## config.mk

```make
export PLATFORM = sky130hd
export DESIGN_NAME = flash_erase_seq
export DESIGN_NICKNAME = d
export VERILOG_FILES = /design/src/rtl/erase_seq_pkg.sv /design/src/rtl/erase_div.sv /design/src/rtl/erase_step_plan.sv /design/src/rtl/erase_frame_mux.sv /design/src/rtl/flash_erase_seq.sv
export SDC_FILE = /design/constraint.sdc
export NUM_CORES = 1
export LEC_CHECK = 0
export BUFFER_PORTS_ARGS = -buffer_cell sky130_fd_sc_hd__buf_2
export CORE_ASPECT_RATIO = 1.4
export CORE_MARGIN = 4
export CORE_UTILIZATION = 35
export CTS_CLUSTER_DIAMETER = 120
export DETAILED_ROUTE_END_ITERATION = 12
export SYNTH_ARGS = -nofsm -noshare
export SYNTH_HDL_FRONTEND = slang
export SYNTH_SLANG_ARGS = --single-unit
export TNS_END_PERCENT = 100
```

## constraint.sdc

```tcl
create_clock -name clk -period 9.5 [get_ports clk]
set_input_delay 0.95 -clock clk [delete_from_list [all_inputs] [get_ports clk]]
set_output_delay 0.95 -clock clk [all_outputs]
set_load 0.005 [all_outputs]
```

## src/rtl/erase_seq_pkg.sv

```systemverilog
package erase_seq_pkg;

    typedef enum logic [2:0] {
        S_IDLE,
        S_DIV,
        S_ECMD,
        S_SEP,
        S_POLL,
        S_WAIT,
        S_STEP
    } seq_state_e;

    localparam logic [7:0] OP_BLOCK_ERASE = 8'h50;
    localparam logic [7:0] OP_PAGE_ERASE  = 8'h81;
    localparam logic [7:0] OP_STATUS      = 8'hD7;
    localparam int         READY_BIT      = 7;
    localparam int         DEV_ADDR_W     = 24;

endpackage

```

## src/rtl/erase_div.sv

```systemverilog
// Iterative restoring divider: one quotient bit per cycle.
module erase_div #(
    parameter int W  = 24,
    parameter int DW = 11
) (
    input  logic          clk,
    input  logic          rst_n,
    input  logic          start,
    input  logic [W-1:0]  dividend,
    input  logic [DW-1:0] divisor,
    output logic          done,
    output logic [W-1:0]  quot,
    output logic [W-1:0]  remn
);
    localparam int CW = $clog2(W + 1);

    typedef struct packed {
        logic          run;
        logic [CW-1:0] cnt;
        logic [W-1:0]  q;
        logic [W-1:0]  r;
        logic [W:0]    dvs;
        logic          done;
    } div_t;

    div_t div_d, div_q;
    logic [W:0] trial;
    logic [W:0] diff;
    logic       ge;

    always_comb begin
        div_d      = div_q;
        div_d.done = 1'b0;
        trial      = {div_q.r, div_q.q[W-1]};
        ge         = (trial >= div_q.dvs);
        diff       = trial - div_q.dvs;
        if (start) begin
            div_d.run = 1'b1;
            div_d.cnt = '0;
            div_d.q   = dividend;
            div_d.r   = '0;
            div_d.dvs = {{(W + 1 - DW){1'b0}}, divisor};
        end else if (div_q.run) begin
            div_d.r   = ge ? diff[W-1:0] : trial[W-1:0];
            div_d.q   = {div_q.q[W-2:0], ge};
            div_d.cnt = div_q.cnt + 1'b1;
            if (div_q.cnt == CW'(W - 1)) begin
                div_d.run  = 1'b0;
                div_d.done = 1'b1;
            end
        end
    end

    always_ff @(posedge clk or negedge rst_n) begin
        if (!rst_n) div_q <= '0;
        else        div_q <= div_d;
    end

    assign done = div_q.done;
    assign quot = div_q.q;
    assign remn = div_q.r;

endmodule

```

## src/rtl/erase_step_plan.sv

```systemverilog
// Chooses block or page erase for the current step and forms the device address.
module erase_step_plan #(
    parameter int W       = 24,
    parameter int SH_W    = 4,
    parameter int BLK_LOG = 3
) (
    input  logic [W-1:0]    idx,
    input  logic [W-1:0]    left,
    input  logic [SH_W-1:0] shift,
    output logic [7:0]      opcode,
    output logic [W-1:0]    step,
    output logic [23:0]     dev_addr
);
    import erase_seq_pkg::*;

    localparam int           SW       = W + (1 << SH_W);
    localparam logic [W-1:0] BLK_PGS  = W'(1 << BLK_LOG);

    logic          use_blk;
    logic [SW-1:0] wide;

    always_comb begin
        use_blk  = (idx[BLK_LOG-1:0] == '0) && (left >= BLK_PGS);
        opcode   = use_blk ? OP_BLOCK_ERASE : OP_PAGE_ERASE;
        step     = use_blk ? BLK_PGS : W'(1);
        wide     = SW'(idx) << shift;
        dev_addr = wide[DEV_ADDR_W-1:0];
    end

endmodule

```

## src/rtl/erase_frame_mux.sv

```systemverilog
// Selects the byte for the current frame position.
module erase_frame_mux (
    input  logic        is_poll,
    input  logic [1:0]  pos,
    input  logic [7:0]  opcode,
    input  logic [23:0] dev_addr,
    output logic [7:0]  byte_out,
    output logic        last
);
    import erase_seq_pkg::*;

    always_comb begin
        if (is_poll) begin
            byte_out = (pos == 2'd0) ? OP_STATUS : 8'h00;
            last     = (pos == 2'd1);
        end else begin
            case (pos)
                2'd0:    byte_out = opcode;
                2'd1:    byte_out = dev_addr[23:16];
                2'd2:    byte_out = dev_addr[15:8];
                default: byte_out = 8'h00;
            endcase
            last = (pos == 2'd3);
        end
    end

endmodule

```

## src/rtl/flash_erase_seq.sv

```systemverilog
module flash_erase_seq #(
    parameter int ADDR_W    = 24,
    parameter int PS_W      = 11,
    parameter int SH_W      = 4,
    parameter int GAP_W     = 16,
    parameter int BLK_PAGES = 8
) (
    input  logic              clk,
    input  logic              rst_n,
    input  logic              req_valid,
    output logic              req_ready,
    input  logic [ADDR_W-1:0] req_addr,
    input  logic [ADDR_W-1:0] req_len,
    input  logic [PS_W-1:0]   page_size,
    input  logic [SH_W-1:0]   page_shift,
    input  logic [GAP_W-1:0]  poll_gap,
    output logic              cs_n,
    output logic              tx_valid,
    output logic [7:0]        tx_byte,
    output logic              tx_last,
    input  logic              tx_done,
    input  logic              tx_err,
    input  logic [7:0]        rx_byte,
    output logic              done,
    output logic              err
);
    import erase_seq_pkg::*;

    localparam int BLK_LOG = $clog2(BLK_PAGES);
    localparam int N_DIV   = 2;

    typedef struct packed {
        seq_state_e        st;
        logic [ADDR_W-1:0] idx;
        logic [ADDR_W-1:0] left;
        logic [1:0]        pos;
        logic [GAP_W-1:0]  gap;
        logic [GAP_W-1:0]  gcfg;
        logic [SH_W-1:0]   sh;
        logic              xerr;
        logic              done;
        logic              err;
    } seq_t;

    seq_t seq_d, seq_q;

    logic              div_start;
    logic [ADDR_W-1:0] dv_in   [N_DIV];
    logic [ADDR_W-1:0] dv_quot [N_DIV];
    logic [ADDR_W-1:0] dv_rem  [N_DIV];
    logic [N_DIV-1:0]  dv_done;

    assign dv_in[0] = req_addr;
    assign dv_in[1] = req_len;

    for (genvar g = 0; g < N_DIV; g++) begin : g_div
        erase_div #(.W(ADDR_W), .DW(PS_W)) u_div (
            .clk      (clk),
            .rst_n    (rst_n),
            .start    (div_start),
            .dividend (dv_in[g]),
            .divisor  (page_size),
            .done     (dv_done[g]),
            .quot     (dv_quot[g]),
            .remn     (dv_rem[g])
        );
    end

    logic [7:0]        plan_op;
    logic [ADDR_W-1:0] plan_step;
    logic [23:0]       plan_addr;

    erase_step_plan #(.W(ADDR_W), .SH_W(SH_W), .BLK_LOG(BLK_LOG)) u_plan (
        .idx      (seq_q.idx),
        .left     (seq_q.left),
        .shift    (seq_q.sh),
        .opcode   (plan_op),
        .step     (plan_step),
        .dev_addr (plan_addr)
    );

    erase_frame_mux u_mux (
        .is_poll  (seq_q.st == S_POLL),
        .pos      (seq_q.pos),
        .opcode   (plan_op),
        .dev_addr (plan_addr),
        .byte_out (tx_byte),
        .last     (tx_last)
    );

    always_comb begin
        seq_d      = seq_q;
        seq_d.done = 1'b0;
        seq_d.err  = 1'b0;
        div_start  = 1'b0;
        case (seq_q.st)
            S_IDLE: begin
                if (req_valid) begin
                    div_start  = 1'b1;
                    seq_d.sh   = page_shift;
                    seq_d.gcfg = poll_gap;
                    seq_d.st   = S_DIV;
                end
            end
            S_DIV: begin
                if (&dv_done) begin
                    if ((dv_rem[0] != '0) || (dv_rem[1] != '0)) begin
                        seq_d.err = 1'b1;
                        seq_d.st  = S_IDLE;
                    end else if (dv_quot[1] == '0) begin
                        seq_d.done = 1'b1;
                        seq_d.st   = S_IDLE;
                    end else begin
                        seq_d.idx  = dv_quot[0];
                        seq_d.left = dv_quot[1];
                        seq_d.pos  = 2'd0;
                        seq_d.xerr = 1'b0;
                        seq_d.st   = S_ECMD;
                    end
                end
            end
            S_ECMD: begin
                if (tx_done) begin
                    seq_d.xerr = seq_q.xerr | tx_err;
                    if (seq_q.pos == 2'd3) begin
                        seq_d.pos = 2'd0;
                        seq_d.st  = S_SEP;
                    end else begin
                        seq_d.pos = seq_q.pos + 2'd1;
                    end
                end
            end
            S_SEP: begin
                seq_d.pos = 2'd0;
                seq_d.st  = S_POLL;
            end
            S_POLL: begin
                if (tx_done) begin
                    if (seq_q.pos == 2'd1) begin
                        seq_d.pos = 2'd0;
                        if (rx_byte[READY_BIT] && !tx_err) begin
                            seq_d.st = S_STEP;
                        end else begin
                            seq_d.gap = seq_q.gcfg;
                            seq_d.st  = S_WAIT;
                        end
                    end else begin
                        seq_d.pos = 2'd1;
                    end
                end
            end
            S_WAIT: begin
                if (seq_q.gap == '0) begin
                    seq_d.pos = 2'd0;
                    seq_d.st  = S_POLL;
                end else begin
                    seq_d.gap = seq_q.gap - 1'b1;
                end
            end
            S_STEP: begin
                seq_d.pos = 2'd0;
                if (seq_q.xerr) begin
                    seq_d.xerr = 1'b0;
                    seq_d.st   = S_ECMD;
                end else begin
                    seq_d.idx  = seq_q.idx + plan_step;
                    seq_d.left = seq_q.left - plan_step;
                    if (seq_q.left == plan_step) begin
                        seq_d.done = 1'b1;
                        seq_d.st   = S_IDLE;
                    end else begin
                        seq_d.st = S_ECMD;
                    end
                end
            end
            default: seq_d.st = S_IDLE;
        endcase
    end

    always_ff @(posedge clk or negedge rst_n) begin
        if (!rst_n) seq_q <= '0;
        else        seq_q <= seq_d;
    end

    assign req_ready = (seq_q.st == S_IDLE);
    assign tx_valid  = (seq_q.st == S_ECMD) || (seq_q.st == S_POLL);
    assign cs_n      = !tx_valid;
    assign done      = seq_q.done;
    assign err       = seq_q.err;

endmodule

```

# == After elaboration in Yosys (flattened, before gate mapping) ==
# Cells that the tools add are included.
# Widths: inputs -> output; s select.
# totals
input_bits,92
ff_bits,213
out_inout_bits,14
word_cells,145
# op_classes
n_lt_le_gt_ge,3
n_bitwise,1
add_sub_neg,8
shifts,1
eq_ne,24
n_mux,60
reduce_logical,27
# ops
op,n
$mux 54,4
$mux 50,2
$pmux 48 s2,1
$mux 53,1
$ge 25x11->1,2
$mux 16,3
$mux 24,2
$mux 48,1
$reduce_bool 24->1,2
$sub 24x11->24,2
$pmux 16 s2,1
$add 24x24->24,1
$eq 24x24->1,1
$ge 24x4->1 const B,1
$logic_not 24->1,1
$mux 8,3
$ne 2x2->1 const B,12
$pmux 8 s3,1
$shl 24x4->24,1
$sub 24x24->24,1
$mux 3,7
$pmux 3 s7,1
$mux 1,19
$mux 18,1
28 further kinds,53

# == Logic depth before layout (Yosys ltp) ==
# Gate-level depths: netlist of the first run.
# depth
ltp_word,7
ltp_mapped,14

# == Modules after synthesis ==
# A second synthesis of the first run with hierarchy kept.
# hier_totals
cells_unflattened,1952
area_unflattened_um2,16846.2
# by_module_without_submodules
module,seq_area_each_um2,area_each_um2,cells_per_inst,n_inst
flash_erase_seq,2302.2,6975.4,850,1
erase_div (g_div[1].u_div),1651.6,4130.2,450,1
erase_div (g_div[0].u_div),1651.6,4127.7,439,1
erase_step_plan,0.0,1382.6,179,1
erase_frame_mux,0.0,230.2,34,1

# == Worst setup path before layout of the first run ==
# OpenSTA, ideal clock, no wires.
# synth_path
path_type,reg-to-reg
startpoint,reg seq_q[51] (netlist bit)
endpoint,reg seq_q[62] (netlist bit)
arrival_ns,3.797
synth_period_minus_slack_ns,3.918
required_time_ns,9.379
setup_ns,0.121
path_buffers,0
stages_incl_launch_ff,13
slack_ns,5.582
cell_sequence,dfrtp_1 -> or4_1 -> nor4_1 -> nand4_1 -> o21ai_0 -> ha_1 -> or3b_2 -> a2111oi_2 -> nand2_1 -> o41ai_1 -> o21ai_0 -> a22oi_1 -> nand2_1
# synth_via
elab_chain_len,6
# synth_rtl
item,line,source
from (decl),flash_erase_seq.sv:45,"seq_t seq_d, seq_q;"
from (signal assigned),flash_erase_seq.sv:182,else seq_q <= seq_d;
$ge 24x4->1,erase_step_plan.sv:23,use_blk = (idx[BLK_LOG-1:0] == '0) && (left >= BLK_PGS);
$logic_and 1x1->1,erase_step_plan.sv:23,
$mux 4,erase_step_plan.sv:25,step = use_blk ? BLK_PGS : W'(1);
$sub 24x24->24 *,flash_erase_seq.sv:167,seq_d.left = seq_q.left - plan_step;
$mux 48 *,flash_erase_seq.sv:162,if (seq_q.xerr) begin
$pmux 48 s2 *,flash_erase_seq.sv:96,case (seq_q.st)
# Every way passes the cells marked *; elsewhere a longest branch is shown, timed or not. The select of a mux whose other input is x is not followed.
# A chain may end at the register's enable or synchronous reset.

# == Worst setup path in the final report of the first run ==
# Same ends and word-level chain as after synthesis.

==> results by stage, run 1 <==
Status:
- The run finished with clean final reports.

Power:
- The static leakage is 6.90 nW.
- IR analysis of the VDD net gives a maximum drop of 128 uV.
- The power per cell area is 290 mW/mm^2.

Place:
- Once placement completed, the tool counted placed cells totaling 2018.
- Port buffering added 98 buffers.
- The HPWL after detailed placement is 23.8 mm.
- Summing all placed instances gives a cell area of 0.0141 mm^2.
- The last weighted congestion value of the routability-driven placer is 0.856.

Run:
- The number of violations of the max-capacitance limit is 0.

STA:
- The final hold violation count is 0.
- For the pin with the worst max-slew slack, the measured transition is 1.13 ns.
- Dividing the final minimum period by the clock period gives 51.6%.
- For this run, the top clock speed supported by timing is 204 MHz.
- The worst pin sits at a relative slew slack of 24.7%.
- The worst path in the final design needs a cycle of 4.90 ns, including I/O delays and setup.
- The number of slew-limit violations in the final report is 0.
- Setup repair after global routing left no endpoint under its margin.
- The accumulated negative setup slack is 0 ns.
- The post-route clock skew is 0.0249 ns.
- The final setup violation count is 0.

Logic synthesis:
- After synthesis, the share of flip-flops with an asynchronous set or reset is 100%.
- The number of distinct library cells after synthesis is 74.
- The synthesis-stage register bit count is 213.
- Ranked by instance count, the synthesized netlist is headed by 213 x sky130_fd_sc_hd__dfrtp_1, 210 x sky130_fd_sc_hd__nand2_1, 191 x sky130_fd_sc_hd__o21ai_0.
- The gate count of the mapped netlist is 1531.
- The most common cell in the synthesized netlist is sky130_fd_sc_hd__dfrtp_1.
- The mapped netlist covers 0.0132 mm^2.
- By area the synthesized netlist is led by sky130_fd_sc_hd__dfrtp_1 40%, sky130_fd_sc_hd__o21ai_0 7.2%, sky130_fd_sc_hd__nand2_1 6.0%, sky130_fd_sc_hd__a21oi_1 5.8%, sky130_fd_sc_hd__mux2i_1 5.3%.
- The mean post-synth cell area is 8.64 um^2.
- The post-synthesis cell type with the largest combined area is sky130_fd_sc_hd__dfrtp_1.
- The number of nets in the synthesized netlist is 1660.
- Summed over its instances, the top area cell type makes up 40.3% of the synthesized netlist area.
- The leading register cell type out of synthesis is sky130_fd_sc_hd__dfrtp_1.
- Yosys mapped a number of flops with a built-in enable equal to 0.
- The sequential cell area fraction in the yosys report is 40.3%.
- The Yosys step of the flow raised 0 warnings.

Detailed routing:
- After detailed routing, the average wire length per cell comes to 16.7 um.
- The vias after detailed routing is 11479.
- In this run the remaining antenna-violating nets after routing total 0.
- After the first detailed-routing iteration, the DRC count stood at 882.
- After detailed routing, the number of remaining DRC violations is 0.
- The detail-routed via count per cell is 5.57.
- The number of detailed-routing iterations run before antenna repair is 7.
- The routed wire length is 34.5 mm.

Global routing:
- The number of global-route vias before repair was 10955.
- The global-route usage over all layers is 16.7%.
- Global routing finished with a remaining overflow of 0.
- The number of antenna violations at the first check in global routing is 0.
- Entering global routing, the biggest net connects 119 pins.
- The global-route wire length before repair is 57.3 mm.

Clock tree:
- The root buffer cell is sky130_fd_sc_hd__clkbuf_16.
- The register clock-pin slew on the reported worst setup and hold paths is 0.06 ns.
- Post-CTS repair changed the size of 0 cells.
- The clock net in this run drives a total of 213 sinks.
- Post-CTS timing repair inserted 0 buffers for setup.
- Buffers inserted during clock tree synthesis total 24.
- The maximum number of buffers from clock root to sink is 3.
- For the worst-skew pair, the clock arrives at the later sink with an insertion delay of 0.53 ns.
- The CTS tree is built.
- The H-tree depth is 1.
- Hold repair after CTS inserted 0 buffers.

Worst setup path:
- The delay of the slowest cell on the worst path is 0.74 ns.
- The worst setup path is launched from a register.
- The cell count of the worst reg-to-reg path is 12.
- The largest individual stage delay along the critical path comes from the cell sky130_fd_sc_hd__o21ai_0.
- The data arrival time of the worst path is 5.31 ns.
- Along the worst path, the maximum fanout reaches 6.
- The critical path goes through or4_1 -> nor4_1 -> nand4_1 -> o21ai_0 -> ha_1 -> or3b_2 -> a2111oi_2 -> nand2_1 -> o41ai_1 -> o21ai_0 -> a22oi_1 -> nand2_1.
- The critical path class is reg2reg.
- Data on the critical path is required at its endpoint by 9.91 ns.
- STA classifies the critical path endpoint as a register.

Die:
- For this design the top-level I/O count stands at 106.
- The die is 238 um tall.
- The die footprint is 0.0410 mm^2.
- The number of core rows is 84.
- The floorplan die width is 172 um.
- The floorplan step defined a core boundary enclosing 0.0374 mm^2.
- The initial cell density of the core is 35.4%.

Cells and area:
- The filler cells instantiated in the layout total 3783.
- The antenna cell count is 0.
- The finished cells cover 0.0150 mm^2.
- The post-synthesis to final-layout area growth is 13.0%.
- The post-route non-filler standard cell count is 2062.
- The share of final-layout standard cells stronger than drive strength 1 is 13.0%.
- For this run, the post-layout net count is 1700.
- Registers take 0.00533 mm^2.
- The total area of multi-input combinational cells is 0.00742 mm^2.

Min path:
- The tightest min-delay check is of the in2async type.
==> power by group <==
group	internal [mW]	switching, mW	total (mW)	leakage, nW
Sequential	1.19	0.326	1.52	2.74
Clock	0.631	0.395	1.03	0.427
Combinational	0.814	0.983	1.80	3.73
==> layout by cell type, fill, tap and decap left out, types with 5 or more instances in the layout <==
cell                        synthesis  final
sky130_fd_sc_hd__nor4_1            24     24
sky130_fd_sc_hd__nand3_1           42     42
sky130_fd_sc_hd__a211oi_1          14     14
sky130_fd_sc_hd__mux4_2            25     25
sky130_fd_sc_hd__a21oi_1          153    153
sky130_fd_sc_hd__nand2_1          210    208
sky130_fd_sc_hd__ha_1              35     35
sky130_fd_sc_hd__or4_1              7      7
sky130_fd_sc_hd__buf_2              6     97
sky130_fd_sc_hd__mux2i_1           70     70
sky130_fd_sc_hd__dfrtp_1          213    211
sky130_fd_sc_hd__nand4b_1           7      7
sky130_fd_sc_hd__o22ai_1           12     12
sky130_fd_sc_hd__or3_1             14     14
sky130_fd_sc_hd__or2_2              6      6
sky130_fd_sc_hd__nor2_1           120    119
sky130_fd_sc_hd__and3_1             9      8
sky130_fd_sc_hd__nor3_1            33     33
sky130_fd_sc_hd__nor2b_1           12     12
sky130_fd_sc_hd__buf_4              1     14
sky130_fd_sc_hd__nand3b_1           6      6
sky130_fd_sc_hd__clkbuf_8           0      5
sky130_fd_sc_hd__nand4_1           13     13
sky130_fd_sc_hd__o21ai_0          191    191
sky130_fd_sc_hd__a22oi_1           16     16
sky130_fd_sc_hd__a21o_1             8      8
sky130_fd_sc_hd__o211ai_1           6      6
sky130_fd_sc_hd__a31oi_1           12     12
sky130_fd_sc_hd__xor2_1            22     22
sky130_fd_sc_hd__inv_1             36     36
sky130_fd_sc_hd__o31a_1             5      5
sky130_fd_sc_hd__o31ai_1            5      5
sky130_fd_sc_hd__nand2b_1          10     10
sky130_fd_sc_hd__xnor2_1           21     21
sky130_fd_sc_hd__clkbuf_16          0     25
==> critical path, delay by kind of cell (launching register included) <==
kind / cells / cell delay (ns)
AOI/OAI and AO/OA: 5 / 2.07
adders and majority gates: 1 / 0.31
DFF: 1 / 0.42
and+or+nand+nor: 6 / 2.00
==> path summary, 6_finish.rpt <==
path                                 from                        to  slack [ns]
worst min register to register  seq_q[19]                 seq_q[19]        0.48
max in group asynchronous           rst_n  g_div[1].u_div.div_q[79]        7.02
worst min-delay path                rst_n                 seq_q[55]        0.48
min in group clk                seq_q[19]                 seq_q[19]        0.48
worst max register to register  seq_q[51]                 seq_q[62]        4.60
worst max-delay path            seq_q[51]                 seq_q[62]        4.60
==> area by class of cell <==
| type | instances | area share [%] |
|---|---|---|
| clock buffers | 34 | 4.74 |
| clock inverters | 10 | 1.09 |
| inverters | 36 | 0.904 |
| multi-input cells | 1184 | 49.6 |
| flip-flops and latches | 213 | 35.7 |
| well taps | 473 | 3.96 |
| repair buffers | 112 | 4.05 |
==> state kept, by name, summed over array words and instances, names as in the netlist <==
name,count
err,1
g_div.u_div.quot,48
done,1
g_div.u_div.done,2
g_div.u_div.div_q,23
seq_q,90
g_div.u_div.remn,48
==> logic make-up after synthesis <==
kind of cell | Yosys count | share of synthesized area (%)
buffers and inverters | 134 | 3.89
adder cells (fa/ha/maj) | 37 | 3.61
flip-flops | 213 | 40.3
AO/OA/AOI/OAI | 475 | 20.8
AND/OR/NAND/NOR | 531 | 18.8
XOR/XNOR | 43 | 2.85
multiplexers | 98 | 9.80
==> metal layers <==
metal	part of all wire (%)	global-route usage, %
met2	49	27.4
met1	45	23.6
met5	0	0
met3	4.2	1.67
met4	2.0	4.27
==> per-stage QoR <==
stage | hold slack [ns] | util, % | setup WS (ns) | power [mW]
after global placement | 0.468 | 37.6 | 4.56 | 3.29
after CTS | 0.486 | 40.0 | 4.60 | 4.38
final | 0.478 | 40.0 | 4.60 | 4.34
after global routing | 0.503 | 40.0 | 4.17 | 4.72
after floorplan | 0.446 | - | 5.58 | 2.88
after detailed placement | 0.463 | 37.6 | 4.63 | 3.33
Power figures use the tool's default switching activity.
==> run 2, diff against run 1 <==
--- a/config.mk
+++ b/config.mk
@@ -5,6 +5,7 @@
 export SDC_FILE = /design/constraint.sdc
 export NUM_CORES = 1
 export LEC_CHECK = 0
+export ABC_AREA = 1
 export BUFFER_PORTS_ARGS = -buffer_cell sky130_fd_sc_hd__buf_2
 export CORE_ASPECT_RATIO = 1.4
 export CORE_MARGIN = 4
==> constraint.sdc (replaced) <==
create_clock -name clk -period 4 [get_ports clk]
set_input_delay 0.4 -clock clk [delete_from_list [all_inputs] [get_ports clk]]
set_output_delay 0.4 -clock clk [all_outputs]
set_load 0.005 [all_outputs]
==> run 2 against run 1 <==
- via count rose by 33%
- first-iteration DRC count fell by 1.1%
- flip-flop and latch count did not move
- count of clock-buffer cells in the layout fell by 4
- cell area rose by 13%
- critical path depth did not move
- final cell count rose by 48%
- clock power rose by 120%
- largest cell class unchanged
- hold slack got worse by 0.41 ns
- total power rose to 3.5 times the previous value
==> results by stage, run 2 <==
Worst setup path:
- The cell count of the worst reg-to-reg path is 16 (+4).
- The cell class contributing the biggest share of worst-path delay is simple AND/OR/NAND/NOR gates.
- The required time at the endpoint of the critical path is 3.60 ns (-6.31 ns).
- The delay of the slowest cell on the worst path is 0.86 ns (+0.12 ns).
- The slowest library cell on the worst path is sky130_fd_sc_hd__dfrtp_1.
- By instance count, the cell type seen most on the critical path is sky130_fd_sc_hd__nand2_1.
- The buffering stage count on the worst path with inverters included is 2 (+2).
- The signal on the critical path passes through inv_1 -> nand2_1 -> nand3_1 -> nand3_1 -> nand2_1 -> nand2_1 -> o21ai_1 -> nand2_1 -> nand2_1 -> nand2_1 -> nand2_1 -> buf_2.
- The total number of cells along the worst setup path is 12 (unchanged).
- The nature of the critical path endpoint is an output port.
- The data arrival time of the worst path came to 3.05 ns (-2.26 ns).
- The maximum fanout encountered on the critical timing path was 26 (+20).
- The type of origin of the critical path is a register.
- The critical path class is reg2out.

Global routing:
- The number of global-route vias before repair was 14861 (+36%).
- The global-route usage over all layers is 19.2% (+2.5 points).
- The number of antenna violations at the first check in global routing is 0 (unchanged).
- The maximum number of pins on one net before global-route repair is 83 (-30%).
- The global-route wire length before repair was 74.1 mm (+29%).
- The remaining global-route overflow is 0 (unchanged).

STA:
- The max-slew headroom at the worst pin is 36.5% (+12 points).
- The final setup violation count is 0 (unchanged).
- The measured slew at the worst slew-check pin was 0.952 ns (-0.177 ns).
- For this run, the top clock speed supported by timing is 290 MHz.
- The accumulated negative setup slack was 0 ns (unchanged).
- The post-route clock skew is 0.0156 ns (-0.00928 ns).
- The final hold slack is 0.0651 ns (-0.413 ns).
- Setup repair after global routing left no endpoint under its margin.
- The minimum period implied by the final worst setup slack is 3.45 ns.
- The final hold violation count is 0 (unchanged).
- The period utilization is 86.2%.
- The number of slew-limit violations in the final report is 0 (unchanged).

Min path:
- The number of stages on the worst hold path is 3.
- The path category of the worst min-delay check is in2reg.

Cells and area:
- The post-layout net count is 2607 (+53%).
- Compared with the post-synthesis result, the final layout area differs by 12.0%.
- The share of final-layout standard cells stronger than drive strength 1 is 7.73% (-5.2 points).
- The area of all placed cells without fillers is 0.0169 mm^2 (+13%).
- The antenna cell count came to 0 (unchanged).
- The flip-flop count of the largest register after layout came to 90 (unchanged).
- The top cell types in the final layout, fill and taps aside, are 1027 x sky130_fd_sc_hd__nand2_1, 299 x sky130_fd_sc_hd__nand3_1, 242 x sky130_fd_sc_hd__inv_1.
- The library cell used most frequently in the layout, excluding fill and tap cells, is sky130_fd_sc_hd__nand2_1.
- The post-route non-filler standard cell count is 3042 (+48%).
- seq_q holds more flip-flops than any other register.

Status:
- The run finished with clean final reports.

Clock tree:
- The register clock-pin slew on the reported worst setup and hold paths was 0.06 ns (about the same).
- The CTS buffer count is 24 (unchanged).
- The number of clock sinks is 213 (unchanged).
- The number of gates resized after cts came to 0 (unchanged).
- The number of buffers inserted to repair setup after CTS came to 0 (unchanged).
- The CTS tree is built.
- The quantity of hold-fixing buffers added after cts is 1 (+1).
- The maximum number of buffers from clock root to sink is 3 (unchanged).
- The cell sitting at the root of the clock tree is a sky130_fd_sc_hd__clkbuf_16.
- The H-tree depth is 1 (unchanged).
- The clock latency reported for the late side of the worst-skew pair is 0.54 ns (about the same).

Logic synthesis:
- The number of distinct library cells after synthesis was 45 (-39%).
- The area of the mapped netlist is 0.0151 mm^2 (+14%).
- The share of Yosys cell area claimed by the top area cell type was 35.2% (-5.1 points).
- Among all cell types in the netlist, the one instantiated most often is sky130_fd_sc_hd__nand2_1.
- The count of warnings emitted by yosys is 0 (unchanged).
- The gate count of the mapped netlist is 2416 (+58%).
- The proportion of register bits with asynchronous set or reset after synthesis is 100% (unchanged).
- The synthesis-stage register bit count was 213 (unchanged).
- The number of enable flip-flop cells after synthesis is 0 (unchanged).
- The mean post-synth cell area is 6.26 um^2 (-28%).
- Summed over all instances, the cell type with the most area after synthesis is sky130_fd_sc_hd__dfrtp_1.
- The sequential cell area fraction in the yosys report is 35.2% (-5.1 points).
- The post-synthesis net count came to 2545 (+53%).
- After synthesis, the most frequently instantiated cells are 1027 x sky130_fd_sc_hd__nand2_1, 299 x sky130_fd_sc_hd__nand3_1, 242 x sky130_fd_sc_hd__inv_1.
- By area the synthesized netlist is led by sky130_fd_sc_hd__dfrtp_1 35%, sky130_fd_sc_hd__nand2_1 25%, sky130_fd_sc_hd__nand3_1 9.9%, sky130_fd_sc_hd__inv_1 6.0%, sky130_fd_sc_hd__nor2_1 5.1%.
- The leading register cell type out of synthesis is sky130_fd_sc_hd__dfrtp_1.

Place:
- The last weighted congestion value of the routability-driven placer is 0.944 (+10%).
- The number of cells in the design after placement is 2997 (+49%).
- The placed wire-length estimate was 33.6 mm (+41%).
- The instance area at placement is 0.0161 mm^2 (+14%).
- The number of port buffers is 98 (unchanged).

Power:
- The post-route total power came to 15.1 mW (+250%).
- The power per cell area is 889 mW/mm^2 (+210%).
- The worst supply voltage drop on vdd is 320 uV (+150%).
- The static leakage is 8.89 nW (+29%).

Die:
- The vertical die dimension is 254 um (+6.7%).
- The floorplan die width is 184 um (+6.6%).
- The die footprint was 0.0467 mm^2 (+14%).
- The initial cell density of the core is 35.7% (+0.30 points).
- The core area is 0.0424 mm^2 (+13%).
- The number of core rows came to 89 (+6.0%).
- The top-level I/O count was 106 (unchanged).

Detailed routing:
- The number of nets with antenna violations after detailed routing was 0 (unchanged).
- The average detailed-routed wire length per instance came to 14.9 um (-11%).
- The DRC violations left came to 0 (unchanged).
- The routed wire length is 45.4 mm (+32%).
- The detail-routed via count per cell was 5.01 (-10%).
- The vias after detailed routing came to 15238 (+33%).
- The DRC violation total after the first TritonRoute iteration came to 872 (-1.1%).
- The number of detailed-routing iterations run before antenna repair is 7 (unchanged).

Run:
- The number of violations of the max-capacitance limit is 0 (unchanged).
## run 2: report_power, final
group | total (mW) | switching (mW) | internal, mW | leakage, nW
Combinational | 8.50 | 5.55 | 2.95 | 5.82
Sequential | 4.27 | 1.12 | 3.15 | 2.66
Clock | 2.29 | 0.951 | 1.34 | 0.406
## run 2: kinds of logic (layout without fill, tap and decap cells)
group	after synthesis	count (layout)	synth area share, %
simple gates	1647	1647	45.3
buf+inv	339	419	8.92
flops	213	213	35.2
compound gates	155	155	5.99
fa+ha+maj	37	37	3.16
xor+xnor	25	25	1.45
## run 2: worst paths after layout
| check | slack (ns) | end | start |
|---|---|---|---|
| max reg2reg | 1.00 | seq_q[71] | seq_q[55] |
| min reg2reg | 0.48 | g_div[0].u_div.div_q[78] | g_div[0].u_div.div_q[78] |
| min | 0.07 | seq_q[13] | poll_gap[6] |
| min in group asynchronous | 0.45 | g_div[1].u_div.remn[12] | rst_n |
| max | 0.55 | tx_byte[2] | seq_q[3] |
| max in group asynchronous | 2.60 | seq_q[14] | rst_n |
## run 2: routing by layer
metal / global-route usage (%) / vias up / routed length (um)
met5: 0 / - / 0
met4: 7.46 / 0 / 1590
met3: 1.50 / 80 / 1510
met1: 23.2 / 7062 / 19200
li1: - / 7806 / -
met2: 35.1 / 290 / 23000
## run 2: layout make-up
| cell class | count | area [um^2] |
|---|---|---|
| inverter | 253 | 950 |
| clock inverter | 14 | 129 |
| tap | 546 | 683 |
| multi-input combinational | 1864 | 8460 |
| sequential | 213 | 5330 |
| clock buffer | 30 | 684 |
| fill | 4520 | 25500 |
| timing repair buffer | 122 | 708 |
## run 2: worst register-to-register path, stage by stage (launching register included)
cell and delay (ns):
sky130_fd_sc_hd__dfrtp_1 0.43, sky130_fd_sc_hd__nor2_1 0.22, sky130_fd_sc_hd__nand2_1 0.11, sky130_fd_sc_hd__nor2_1 0.17, sky130_fd_sc_hd__nand3_1 0.10, sky130_fd_sc_hd__nand2_1 0.27
sky130_fd_sc_hd__inv_1 0.18, sky130_fd_sc_hd__ha_1 0.36, sky130_fd_sc_hd__nand3_1 0.09, sky130_fd_sc_hd__nand2_1 0.17, sky130_fd_sc_hd__nand2_1 0.14, sky130_fd_sc_hd__inv_1 0.10
sky130_fd_sc_hd__or2_2 0.28, sky130_fd_sc_hd__nand3_1 0.06, sky130_fd_sc_hd__o21ai_0 0.09, sky130_fd_sc_hd__nand2_1 0.09, sky130_fd_sc_hd__nand2_1 0.04
## run 2: per-stage QoR
stage / worst slack (ns) / util, %
after floorplan: 1.55 / -
after global placement: 1.08 / 38.0
after detailed placement: 1.03 / 38.0
after CTS: 0.536 / 39.9
after global routing: 0.225 / 39.9
final: 0.551 / 39.9
==> run 3, diff against run 2 <==
--- a/config.mk
+++ b/config.mk
@@ -5,7 +5,6 @@
 export SDC_FILE = /design/constraint.sdc
 export NUM_CORES = 1
 export LEC_CHECK = 0
-export ABC_AREA = 1
 export BUFFER_PORTS_ARGS = -buffer_cell sky130_fd_sc_hd__buf_2
 export CORE_ASPECT_RATIO = 1.4
 export CORE_MARGIN = 4
==> run 3 against run 2 <==
- die area is 12% lower
- clock power is 13% higher
- critical path depth stayed put
- critical path type is now reg2reg
- sequential power is 13% lower
- cell area is 10% lower
- critical endpoint is now seq_q[58]
- sequential share of layout area is 3.7 points higher
- final cell count is 32% lower
- largest power group unchanged
- register-to-register slack worse by 0.73 ns
- global-route usage is 2.1 points lower
==> results by stage, run 3 (synthesis results as in run 1) <==
Place:
- The last weighted congestion value of the routability-driven placer was 0.855 (-9.4%).
- The number of cells in the design after placement was 2037 (-32%).
- The placed wire-length estimate is 25.0 mm (-26%).
- The number of port buffers is 98 (unchanged).
- The instance area at placement is 0.0142 mm^2 (-12%).

STA:
- The post-route clock skew came to 0.0107 ns (-0.00492 ns).
- The final hold violation count is 0 (unchanged).
- The measured slew at the worst slew-check pin was 1.10 ns (+0.145 ns).
- Setup repair after global routing left no endpoint under its margin.
- The number of slew-limit violations in the final report is 0 (unchanged).
- The final setup violation count is 0 (unchanged).
- The achievable frequency came to 268 MHz (-7.6%).
- The minimum period implied by the final worst setup slack is 3.73 ns (+0.285 ns).
- The period utilization is 93.4% (+7.1 points).
- The max-slew headroom at the worst pin is 26.8% (-9.6 points).
- The accumulated negative setup slack is 0 ns (unchanged).

Cells and area:
- The total area of multi-input combinational cells is 0.00742 mm^2 (-12%).
- The flip-flop count of the largest register after layout was 90 (unchanged).
- The post-synthesis to final-layout area growth is 14.7%.
- The post-layout net count is 1720 (-34%).
- The commonest non-fill, non-tap cell in the layout is sky130_fd_sc_hd__dfrtp_1.
- The sequential standard cell area was 0.00533 mm^2 (about the same).
- The antenna cell count is 0 (unchanged).
- The filler cell count came to 3739 (-17%).
- The share of final-layout standard cells stronger than drive strength 1 was 14.2% (+6.5 points).
- The largest register by flop count is seq_q.
- The post-route non-filler standard cell count is 2082 (-32%).
- The top cell types in the final layout, fill and taps aside, are 211 x sky130_fd_sc_hd__dfrtp_1, 208 x sky130_fd_sc_hd__nand2_1, 190 x sky130_fd_sc_hd__o21ai_0.
- The area of all placed cells without fillers came to 0.0152 mm^2 (-10%).

Die:
- The number of core rows is 84 (-5.6%).
- The vertical die dimension is 238 um (-6.3%).
- The initial cell density of the core is 35.4% (-0.30 points).
- The floorplan die width is 172 um (-6.2%).
- The core area is 0.0374 mm^2 (-12%).
- The top-level I/O count is 106 (unchanged).
- The die footprint was 0.0410 mm^2 (-12%).

Worst setup path:
- The signal on the critical path passes through or4_1 -> nor4_2 -> nand4_1 -> o21ai_1 -> ha_1 -> or3b_2 -> a2111oi_2 -> buf_4 -> nand3_1 -> o41ai_1 -> a22oi_1 -> o21ai_0.
- The delay of the slowest cell on the worst path is 0.52 ns (-0.34 ns).
- The maximum fanout encountered on the critical timing path is 5 (-81%).
- The nature of the critical path endpoint is a register.
- The data arrival time of the worst path is 4.19 ns (+1.14 ns).
- The register-to-register setup slack is 0.27 ns (-0.73 ns).
- The critical path is of the reg2reg type.
- Following the worst setup path forward leads to its endpoint at seq_q[58].
- The critical path starts at seq_q[52].
- The slowest stage of the critical path is the sky130_fd_sc_hd__or4_1 cell.
- The cell count of the worst reg-to-reg path was 12 (-4).
- STA classifies the critical path startpoint as a register.
- The required time at the endpoint of the critical path is 4.45 ns (+0.85 ns).
- The launch instance of the worst register-to-register path is seq_q[52].
- The worst reg2reg path endpoint is seq_q[58].

Clock tree:
- The CTS buffer count was 24 (unchanged).
- The root buffer cell is sky130_fd_sc_hd__clkbuf_16.
- The register clock-pin slew on the reported worst setup and hold paths was 0.07 ns (about the same).
- The CTS tree is built.
- The maximum number of buffers from clock root to sink is 3 (unchanged).
- The number of clock sinks is 213 (unchanged).
- The clock latency reported for the late side of the worst-skew pair came to 0.53 ns (about the same).
- The H-tree depth was 1 (unchanged).

Status:
- The run finished with clean final reports.

Global routing:
- The maximum number of pins on one net before global-route repair is 113 (+36%).
- The number of global-route vias before repair was 11366 (-24%).
- The global-route usage over all layers came to 17.1% (-2.1 points).
- The global-route wire length before repair is 58.4 mm (-21%).
- The number of antenna violations at the first check in global routing is 0 (unchanged).
- The remaining global-route overflow came to 0 (unchanged).

Detailed routing:
- The DRC violation total after the first TritonRoute iteration is 751 (-14%).
- The vias after detailed routing is 11624 (-24%).
- The number of nets with antenna violations after detailed routing is 0 (unchanged).
- The DRC violations left is 0 (unchanged).
- The routed wire length is 35.6 mm (-22%).
- The average detailed-routed wire length per instance is 17.1 um (+15%).
- The number of detailed-routing iterations run before antenna repair is 5 (-2).
- The detail-routed via count per cell is 5.58 (+11%).

Power:
- The worst supply voltage drop on vdd is 323 uV (+1.1%).
- The post-route total power is 10.5 mW (-30%).
- The portion of total power attributed to the clock network is 24.6% (+9.4 points).
- The share of power burned in registers was 35.2% (+6.9 points).
- The power per cell area came to 692 mW/mm^2 (-22%).
- The internal power contribution is 6.41 mW (-14%).
- The static leakage was 7.01 nW (-21%).
- The combinational cell fraction of total power is 40.2% (-16 points).
- The reported net switching power is 4.10 mW (-46%).
- The switching fraction of total power was 39.0% (-12 points).

Min path:
- The worst hold path begins at poll_gap[7].
- The number of stages on the worst hold path was 3 (unchanged).
- The path category of the worst min-delay check is in2reg.

Run:
- The number of violations of the max-capacitance limit was 0 (unchanged).
[run 3: repair_timing]
action	4_1_cts	5_1_grt
hold buffers	1	0
hold endpoints to repair	4	0
setup buffers	0	0
resized for setup	0	2
setup endpoints to repair	0	8
[run 3: power groups by stage]
stage | logic [mW] | registers, mW | clock network, mW
2_1_floorplan | 3.55 | 3.29 | 0
3_3_place_gp | 4.13 | 3.71 | 0
3_5_place_dp | 4.23 | 3.73 | 0
4_1_cts | 4.26 | 3.70 | 2.66
5_1_grt | 4.84 | 3.81 | 2.74
6_report | 4.23 | 3.70 | 2.59
[run 3: through the flow]
stage          utilization [%]  hold slack, ns  setup slack [ns]
5_1_grt                   40.6          0.0306            0.0700
3_5_place_dp              38.1           0.464             0.141
3_3_place_gp              38.1           0.467             0.178
4_1_cts                   40.6          0.0286             0.110
2_1_floorplan                -           0.104            0.0815
6_report                  40.6          0.0563             0.266
[run 3: routing by layer]
metal | global-route usage (%) | routed length, um
met1 | 22.4 | 15400
met2 | 29.7 | 17700
met5 | 0 | 0
met3 | 2.06 | 1690
met4 | 4.77 | 782
[run 3: worst min path at each step]
stage                     end  slack, ns
floorplan                done       0.10
global placement    seq_q[18]       0.47
detailed placement  seq_q[19]       0.46
CTS                  seq_q[9]       0.03
global route         seq_q[9]       0.03
finish              seq_q[14]       0.06
[run 3: area by class of cell]
type,count,area share (%)
well taps,473,3.90
flip-flops and latches,213,35.1
clock buffers,28,4.33
inverters,36,0.890
clock inverters,16,1.76
multi-input cells,1184,48.9
repair buffers,132,5.16
[run 3: critical path: cells and delay by family, from the launching register on]
family | cells | cell delay (ns)
buffers and inverters | 1 | 0.21
and+or+nand+nor | 5 | 1.60
AOI/OAI and AO/OA | 5 | 1.23
adders and majority gates | 1 | 0.20
DFF | 1 | 0.41
